$ cat src/rtl/wpot_pkg.sv
package wpot_pkg;
    localparam int VAL_W = 6;
    localparam int SEL_W = 2;
    localparam int BYTE_W = VAL_W + SEL_W;
    localparam int NREG = 3;
    localparam int CNT_W = $clog2(BYTE_W);

    typedef enum logic [SEL_W-1:0] {
        SEL_W0   = 2'd0,
        SEL_W1   = 2'd1,
        SEL_CFG  = 2'd2,
        SEL_NONE = 2'd3
    } sel_e;

    typedef enum logic [2:0] {
        ST_IDLE,
        ST_ADDR,
        ST_ACK_SET,
        ST_ACK_HOLD,
        ST_WR,
        ST_RD,
        ST_MACK,
        ST_RD_LOAD
    } st_e;

    typedef struct packed {
        logic rise;
        logic fall;
        logic start;
        logic stop;
    } bus_ev_t;

    function automatic sel_e sel_next(input sel_e s);
        return (s == SEL_CFG) ? SEL_W0 : sel_e'(s + 2'd1);
    endfunction
endpackage

$ cat src/rtl/wpot_bus_sync.sv
module wpot_bus_sync
    import wpot_pkg::*;
#(
    parameter int STAGES = 2
) (
    input  logic    clk,
    input  logic    rst,
    input  logic    en,
    input  logic    scl_i,
    input  logic    sda_i,
    output logic    scl_s,
    output logic    sda_s,
    output bus_ev_t ev
);
    logic [STAGES-1:0] scl_q, sda_q;
    logic scl_p, sda_p;

    always_ff @(posedge clk) begin
        if (rst) begin
            scl_q <= '1;
            sda_q <= '1;
            scl_p <= 1'b1;
            sda_p <= 1'b1;
        end else begin
            scl_q <= {scl_q[STAGES-2:0], scl_i};
            sda_q <= {sda_q[STAGES-2:0], sda_i};
            scl_p <= scl_q[STAGES-1];
            sda_p <= sda_q[STAGES-1];
        end
    end

    assign scl_s = scl_q[STAGES-1];
    assign sda_s = sda_q[STAGES-1];

    always_comb begin
        ev.rise  = en & scl_s & ~scl_p;
        ev.fall  = en & ~scl_s & scl_p;
        ev.start = en & scl_s & scl_p & sda_p & ~sda_s;
        ev.stop  = en & scl_s & scl_p & ~sda_p & sda_s;
    end
endmodule

$ cat src/rtl/wpot_regfile.sv
module wpot_regfile
    import wpot_pkg::*;
(
    input  logic                       clk,
    input  logic                       rst,
    input  logic [NREG-1:0]            wr_stb,
    input  logic [VAL_W-1:0]           wr_val,
    output logic [NREG-1:0][VAL_W-1:0] regs
);
    for (genvar i = 0; i < NREG; i++) begin : g_reg
        always_ff @(posedge clk) begin
            if (rst) regs[i] <= '0;
            else if (wr_stb[i]) regs[i] <= wr_val;
        end
    end
endmodule

$ cat src/rtl/wpot_engine.sv
module wpot_engine
    import wpot_pkg::*;
#(
    parameter logic [3:0] ADDR_PREFIX = 4'b0101
) (
    input  logic                       clk,
    input  logic                       rst,
    input  logic                       en,
    input  bus_ev_t                    ev,
    input  logic                       sda_s,
    input  logic [2:0]                 strap,
    input  logic [NREG-1:0][VAL_W-1:0] regs,
    output logic                       sda_oe,
    output logic [NREG-1:0]            wr_stb,
    output logic [VAL_W-1:0]           wr_val
);
    st_e              st;
    logic [CNT_W-1:0] cnt;
    logic [6:0]       sh;
    logic             rw;
    sel_e             ptr;
    logic [7:0]       tx;
    logic [7:0]       rx;
    logic [7:0]       cur;

    assign rx = {sh, sda_s};

    always_comb begin
        case (ptr)
            SEL_W0:  cur = {ptr, regs[0]};
            SEL_W1:  cur = {ptr, regs[1]};
            SEL_CFG: cur = {ptr, regs[2]};
            default: cur = '0;
        endcase
    end

    always_ff @(posedge clk) begin
        if (rst) begin
            st     <= ST_IDLE;
            cnt    <= '0;
            sh     <= '0;
            rw     <= 1'b0;
            ptr    <= SEL_W0;
            tx     <= '0;
            sda_oe <= 1'b0;
            wr_stb <= '0;
            wr_val <= '0;
        end else begin
            wr_stb <= '0;
            if (!en) begin
                st     <= ST_IDLE;
                sda_oe <= 1'b0;
            end else if (ev.start) begin
                st     <= ST_ADDR;
                cnt    <= '0;
                sda_oe <= 1'b0;
            end else if (ev.stop) begin
                st     <= ST_IDLE;
                sda_oe <= 1'b0;
            end else begin
                case (st)
                    ST_ADDR: if (ev.rise) begin
                        sh  <= rx[6:0];
                        cnt <= cnt + 1'b1;
                        if (cnt == CNT_W'(BYTE_W - 1)) begin
                            if (rx[7:1] == {ADDR_PREFIX, strap}) begin
                                rw  <= rx[0];
                                ptr <= SEL_W0;
                                st  <= ST_ACK_SET;
                            end else begin
                                st <= ST_IDLE;
                            end
                        end
                    end
                    ST_ACK_SET: if (ev.fall) begin
                        sda_oe <= 1'b1;
                        st     <= ST_ACK_HOLD;
                    end
                    ST_ACK_HOLD: if (ev.fall) begin
                        cnt <= '0;
                        if (rw) begin
                            tx     <= cur;
                            sda_oe <= ~cur[7];
                            st     <= ST_RD;
                        end else begin
                            sda_oe <= 1'b0;
                            st     <= ST_WR;
                        end
                    end
                    ST_WR: if (ev.rise) begin
                        sh  <= rx[6:0];
                        cnt <= cnt + 1'b1;
                        if (cnt == CNT_W'(BYTE_W - 1)) begin
                            if (sel_e'(rx[7:6]) != SEL_NONE) begin
                                wr_stb <= NREG'(1) << rx[7:6];
                                wr_val <= rx[VAL_W-1:0];
                            end
                            st <= ST_ACK_SET;
                        end
                    end
                    ST_RD: begin
                        if (ev.rise) begin
                            cnt <= cnt + 1'b1;
                            if (cnt == CNT_W'(BYTE_W - 1)) st <= ST_MACK;
                        end else if (ev.fall) begin
                            tx     <= {tx[6:0], 1'b0};
                            sda_oe <= ~tx[6];
                        end
                    end
                    ST_MACK: begin
                        if (ev.fall) begin
                            sda_oe <= 1'b0;
                        end else if (ev.rise) begin
                            if (!sda_s) begin
                                ptr <= sel_next(ptr);
                                st  <= ST_RD_LOAD;
                            end else begin
                                st <= ST_IDLE;
                            end
                        end
                    end
                    ST_RD_LOAD: if (ev.fall) begin
                        cnt    <= '0;
                        tx     <= cur;
                        sda_oe <= ~cur[7];
                        st     <= ST_RD;
                    end
                    default: st <= ST_IDLE;
                endcase
            end
        end
    end
endmodule

$ cat src/rtl/wpot_i2c_regs.sv
module wpot_i2c_regs
    import wpot_pkg::*;
#(
    parameter logic [3:0] ADDR_PREFIX = 4'b0101,
    parameter int         SYNC_STAGES = 2
) (
    input  logic             clk,
    input  logic             rst,
    input  logic             scl_i,
    input  logic             sda_i,
    output logic             sda_oe,
    input  logic [2:0]       strap,
    input  logic             cs_n,
    output logic [VAL_W-1:0] wiper0,
    output logic [VAL_W-1:0] wiper1,
    output logic [VAL_W-1:0] cfg_val,
    output logic [NREG-1:0]  wr_stb
);
    logic                       scl_s, sda_s, stop_ev;
    bus_ev_t                    ev;
    logic [NREG-1:0][VAL_W-1:0] regs;
    logic [VAL_W-1:0]           wr_val;

    wpot_bus_sync #(.STAGES(SYNC_STAGES)) u_sync (
        .clk(clk), .rst(rst), .en(~cs_n), .scl_i(scl_i), .sda_i(sda_i),
        .scl_s(scl_s), .sda_s(sda_s), .ev(ev)
    );

    wpot_engine #(.ADDR_PREFIX(ADDR_PREFIX)) u_engine (
        .clk(clk), .rst(rst), .en(~cs_n), .ev(ev), .sda_s(sda_s),
        .strap(strap), .regs(regs), .sda_oe(sda_oe), .wr_stb(wr_stb),
        .wr_val(wr_val)
    );

    wpot_regfile u_regs (
        .clk(clk), .rst(rst), .wr_stb(wr_stb), .wr_val(wr_val), .regs(regs)
    );

    assign stop_ev = ev.stop;
    assign wiper0  = regs[0];
    assign wiper1  = regs[1];
    assign cfg_val = regs[2];
endmodule

$ cat config.mk
export PLATFORM = sky130hd
export DESIGN_NAME = wpot_i2c_regs
export DESIGN_NICKNAME = d
export VERILOG_FILES = /design/src/rtl/wpot_pkg.sv /design/src/rtl/wpot_bus_sync.sv /design/src/rtl/wpot_regfile.sv /design/src/rtl/wpot_engine.sv /design/src/rtl/wpot_i2c_regs.sv
export SDC_FILE = /design/constraint.sdc
export NUM_CORES = 1
export LEC_CHECK = 0
export CORE_MARGIN = 8
export CORE_UTILIZATION = 40
export DETAILED_ROUTE_END_ITERATION = 8
export DONT_BUFFER_PORTS = 1
export SETUP_SLACK_MARGIN = 0.2
export SYNTH_ARGS = -nofsm -noshare
export SYNTH_HDL_FRONTEND = slang
export SYNTH_SLANG_ARGS = --single-unit
$ cat constraint.sdc
create_clock -name clk -period 2.17 [get_ports clk]
set_clock_uncertainty 0.15 [all_clocks]
set_input_delay 0.217 -clock clk [delete_from_list [all_inputs] [get_ports clk]]
set_output_delay 0.217 -clock clk [all_outputs]
set_load 0.02 [all_outputs]
# --- After elaboration in Yosys (flattened, before gate mapping) ---
# Cells that the tools add are included.
word_totals:
  regBits: 57
  inputBits: 8
  output_inout_bits: 22
  elab_cells: 150
op_classes:
  addsub: 2
  n_reduce_logical: 20
  muxes: 45
  n_shift: 1
  n_bitwise: 22
  n_eq_ne: 43
ops:
  columns: ["operator", "n"]
  rows:
  - ["$mux W3", 16]
  - ["$mux W7", 5]
  - ["$ne A4 B4 Y1 const B", 8]
  - ["$ne A2 B2 Y1 const B", 13]
  - ["$pmux W8 S3", 1]
  - ["$reduce_and A11 Y1", 2]
  - ["$pmux W3 S7", 1]
  - ["$pmux W7 S3", 1]
  - ["$reduce_and A7 Y1", 3]
  - ["$mux W2", 8]
  - ["$eq A3 B3 Y1 const B", 5]
  - ["$not A1 Y1", 13]
  - ["$ne A2 B1 Y1 const B", 6]
  - ["$ne A4 B3 Y1 const B", 3]
  - ["$mux W1", 10]
  - ["$reduce_and A10 Y1", 1]
  - ["$reduce_and A5 Y1", 2]
  - ["$and A1 B1 Y1", 9]
  - ["$reduce_and A9 Y1", 1]
  - ["$reduce_or A8 Y1", 1]
  - ["$eq A7 B6 Y1", 1]
  - ["$eq A3 B2 Y1 const B", 2]
  - ["$ne A3 B1 Y1 const B", 2]
  - ["$pmux W3 S2", 1]
  - ["15 further kinds", 18]

# --- Depth between registers and ports, before layout ---
depth:
  depth_word: 8
  mapped_depth: 8

# --- Hierarchy ---
# Synthesis repeated with hierarchy kept, for this count alone.
hier_totals:
  cells_unflattened: 291
  hier_area_um2: 2783.9
by_module_without_submodules:
  columns: ["module", "instances", "seq_area_each_um2", "cells_per_inst", "area_each_um2"]
  rows:
  - ["wpot_engine", 1, 660.6, 212, 1908.1]
  - ["wpot_regfile", 1, 360.3, 59, 664.4]
  - ["wpot_bus_sync", 1, 120.1, 19, 207.7]
  - ["wpot_i2c_regs", 1, 0.0, 1, 3.8]

# --- Least setup slack after synthesis ---
# Ideal clock, no wire load.
synth_timing:
  path_kind: "flip-flop to flip-flop"
  start: "register u_engine.cnt[0]"
  end: "register u_engine.wr_val[5]"
  required_time_ns: 1.892
  arrival_ns: 1.455
  path_buffers: 1
  setup_slack_ns: 0.437
  path_stages_with_launch: 9
  cell_sequence: "dfxtp_1 -> ha_1 -> ha_1 -> nand4bb_1 -> nor2_1 -> and4b_1 -> buf_2 -> mux2i_1 -> nor2_1"
synth_via:
  elab_chain_len: 2
synth_lines:
  columns: ["item", "line", "text"]
  rows:
  - ["from (decl)", "wpot_engine.sv:18", "logic [CNT_W-1:0] cnt;"]
  - ["from (signal assigned)", "wpot_engine.sv:64", "cnt <= cnt + 1'b1;"]
  - ["from (signal assigned)", "wpot_engine.sv:92", "cnt <= cnt + 1'b1;"]
  - ["from (signal assigned)", "wpot_engine.sv:103", "cnt <= cnt + 1'b1;"]
  - ["$eq A3 B3 Y1", "wpot_engine.sv:93", "if (cnt == CNT_W'(BYTE_W - 1)) begin"]
  - ["$reduce_and A7 Y1 (no source line)", null, null]
  - ["to (signal assigned)", "wpot_engine.sv:96", "wr_val <= rx[VAL_W-1:0];"]
  - ["to (decl)", "wpot_engine.sv:15", "output logic [VAL_W-1:0] wr_val"]
# No other way between the ends.
# A chain may end at the register's enable or synchronous reset.

# --- Final worst setup path ---
layout_timing:
  start: "register u_engine.cnt[0]"
  end: "register u_engine.wr_val[3]"
# Same word-level chain as after synthesis.

==> qor.yml <==
critical_path:
  setup.worst_path.end: "u_engine.wr_val[3]"
  path_class: "flop to flop"
  ff2ff_setup_slack_ns: 0.25
  crit_slowest_cell: "dfxtp_2"
  slowest_delay_ns: 0.34
  critPathRequiredTime_ns: 2.25
  endpoint_kind: "flop"
  r2r-start: "u_engine.cnt[0]"
  cp_data_arrival_time_ns: 2.00
  critPathMaxFanout: 4
  r2r-end: "u_engine.wr_val[3]"
  rr_worst_depth: 8
  cp-start-kind: "flop"
  crit_chain: "ha_2 > ha_4 > nand4bb_1 > nor2_2 > and4b_2 > buf_2 > mux2i_1 > nor2_1"
  startpoint: "u_engine.cnt[0]"
power:
  leakagePower_nw: 1.06
  power_density_mw_per_mm2: 716
  power.clock.fraction_pct: 47.1
  p_int_w: 0.00165
  p_switching_w: 0.000500
  comb_power_share_pct: 3.6
  swShare_pct: 23.3
  ir_worst_vdd_v: 0.000399
  total_power_w: 0.00215
  power_frac_seq_pct: 49.3
timing:
  fmax_ghz: 0.520
  hold_viol_final: 0
  rsz0062_at_grt: "true"
  period_needed_ns: 1.92
  tightest_slew_ns: 0.676
  maxSlewViolCount: 0
  period_share_pct: 88.6
  layout_setup_ws_ns: 0.248
  fin_setup_tns_ns: 0
  setup_violations: 0
  relSlewSlack_pct: 54.9
detailed_routing:
  viasPerCell: 5.35
  ant_nets: 0
  drt-initial-drc-count: 180
  wl_per_cell_um: 16.0
  num_vias: 2013
  drc_errors: 0
  wirelength_um: 6030
  drt_first_pass_iters: 4
clocking:
  cts.path.max_buffers: 2
  cts_buffers: 9
  htree_levels: 3
  cts_tree: "done"
  cts_num_sinks: 57
  cts-root-buf: "clkbuf_8"
  cts.reportedPaths.clkPinSlew_ns: 0.07
  clk_latency_ns: 0.34
synthesis:
  async_flop_share_pct: 0
  ys_warn_count: 0
  avgSynthCellArea_um2: 9.03
  synth_edf_count: 0
  mappedNetlistArea_mm2: 0.00265
  synth-seq-cells: 57
  synth.distinct_cells: 46
  synth_seq_area_share_pct: 43.1
  syn-num-nets: 303
  netlist_instances: 293
  synth_flop_cell: "dfxtp_1"
floorplanning:
  row_count: 29
  die_y_um: 97.3
  start_util_pct: 41.4
  fp.coreArea_mm2: 0.00639
  ios: 30
  die_width_um: 97.3
  die_area_mm2: 0.00947
grt:
  antenna_found_initial: 0
  track_usage_pct: 12.8
  grt_pass1_vias: 1951
  grt_pass1_wl_um: 9950
  grt_max_degree: 55
  overflow: 0
final_layout:
  fin_area_mm2: 0.00300
  diodes: 0
  final_cell_mix: "54 x dfxtp_1, 42 x mux2i_1, 41 x nor2_1"
  num-nets-final: 304
  layout-drive-gt1-share_pct: 14.0
  mostFrequentLayoutCell: "dfxtp_1"
  fill_cells: 622
  final_util_pct: 46.9
  areaGrowthSynthToFinish_pct: 13.3
job:
  cap_viol_max_count: 0
status:
  status: "finished, final reports clean"
hold_path:
  hp-start: "rst"
  hold_path_class: "input pin to flop"
place:
  placed_area_mm2: 0.00270
  place.gp.congestion: 0.764
  portBuffers: 0
  place_ws_ns: 0.241
  dp_hpwl_um: 4060
## stage by stage
stage               instances  hold WS [ns]
floorplan                 293         0.171
global placement          354         0.149
detailed placement        354         0.150
CTS                       374        0.0302
global route              376        0.0469
finish                    376        0.0407
## repair_timing
item                                    CTS  global route
hold endpoints to repair                 54             0
hold buffers                              4             0
gates resized for setup                   0            10
setup buffers                             0             1
endpoints found under the setup margin    0            11
## critical path, delay by kind of cell (launching register included)
family / cells / cell delay, ns
flip-flops: 1 / 0.34
AND/OR/NAND/NOR: 4 / 0.64
adder cells (fa/ha/maj): 2 / 0.33
buffers and inverters: 1 / 0.17
multiplexers: 1 / 0.19
## power groups by stage
| stage | clock [W] | combinational (W) | sequential (W) |
|---|---|---|---|
| 3_3_place_gp | 0 | 0.0000526 | 0.00108 |
| 2_1_floorplan | 0 | 0.0000606 | 0.00108 |
| 5_1_grt | 0.00108 | 0.0000853 | 0.00106 |
| 4_1_cts | 0.00104 | 0.0000763 | 0.00106 |
| 3_5_place_dp | 0 | 0.0000535 | 0.00108 |
| 6_report | 0.00101 | 0.0000766 | 0.00106 |
## cells in the mapped netlist (2+ instances only)
library cell   n  area share (%)
nand4bb_1      2            0.85
o22ai_1        4            0.95
o211ai_1       6             1.7
a31oi_1        2            0.47
nand2_1       21             3.0
or4_1          2            0.57
nand3_1        7             1.3
mux2i_1       42              16
a311oi_1       3            0.99
and3_1         2            0.47
inv_1          5            0.71
nor3b_1        2            0.57
and2_1         2            0.47
o21bai_1       2            0.57
dfxtp_1       57              43
nand2b_1       5             1.2
o21a_1         2            0.57
a21oi_1       13             2.5
a211o_1        2            0.66
nand3b_1       2            0.57
clkbuf_1      13             1.8
xor2_1         5             1.7
nor2_1        42             6.0
buf_2         10             1.9
nor3_1         3            0.57
o21ai_0        7             1.3
nor4bb_1       2            0.76
o221ai_1       4             1.3
ha_1           2            0.95
or2_2          6             1.4
## sequential cells by signal, indices dropped and copies added, names as in the netlist, 2 cells and up
| signal | flops |
|---|---|
| u_engine.cnt | 3 |
| u_sync.sda_q | 2 |
| u_engine.tx | 7 |
| u_engine.st | 3 |
| u_engine.ptr | 2 |
| u_engine.wr_val | 6 |
| u_sync.scl_q | 2 |
| u_engine.sh | 7 |
| u_regs.regs | 18 |
| u_engine.wr_stb | 3 |
## worst min path at each step
stage                     slack (ns)            endpoint  cells past startpoint
after floorplan                 0.17     u_sync.scl_q[0]                      1
after global placement          0.15      u_engine.sh[6]                      1
after detailed placement        0.15     u_engine.ptr[1]                      1
after CTS                       0.03  u_engine.wr_val[5]                      2
after global routing            0.05      u_engine.sh[6]                      2
final                           0.04  u_engine.wr_val[3]                      2
## cell families (layout without fill, tap and decap cells)
logic type	count (synthesis)	count (layout)	synth area share, %
adders and majority gates	2	2	0.945
muxes	42	42	15.9
DFF	57	57	43.1
AOI/OAI and AO/OA	52	52	13.0
buffers and inverters	29	35	4.73
and+or+nand+nor	105	105	20.3
xor gates and xnor gates	6	6	1.99
## layer usage
layer,routed length [um],vias to the layer above,global-route usage [%]
li1,-,1031,-
met1,2980,942,16.1
met2,2640,28,18.7
met3,263,12,3.84
met4,151,0,8.04
met5,0,-,0
## cell type report
| type | count | area [um^2] | share of cell area, % |
|---|---|---|---|
| clock buffer | 10 | 138 | 4.59 |
| clock inverter | 6 | 66.3 | 2.21 |
| inverter | 5 | 18.8 | 0.626 |
| multi-input combinational | 207 | 1410 | 47.0 |
| sequential | 57 | 1140 | 38.2 |
| tap | 77 | 96.3 | 3.21 |
| timing repair buffer | 14 | 126 | 4.22 |
Note: power is estimated with default switching activity, not from simulation.
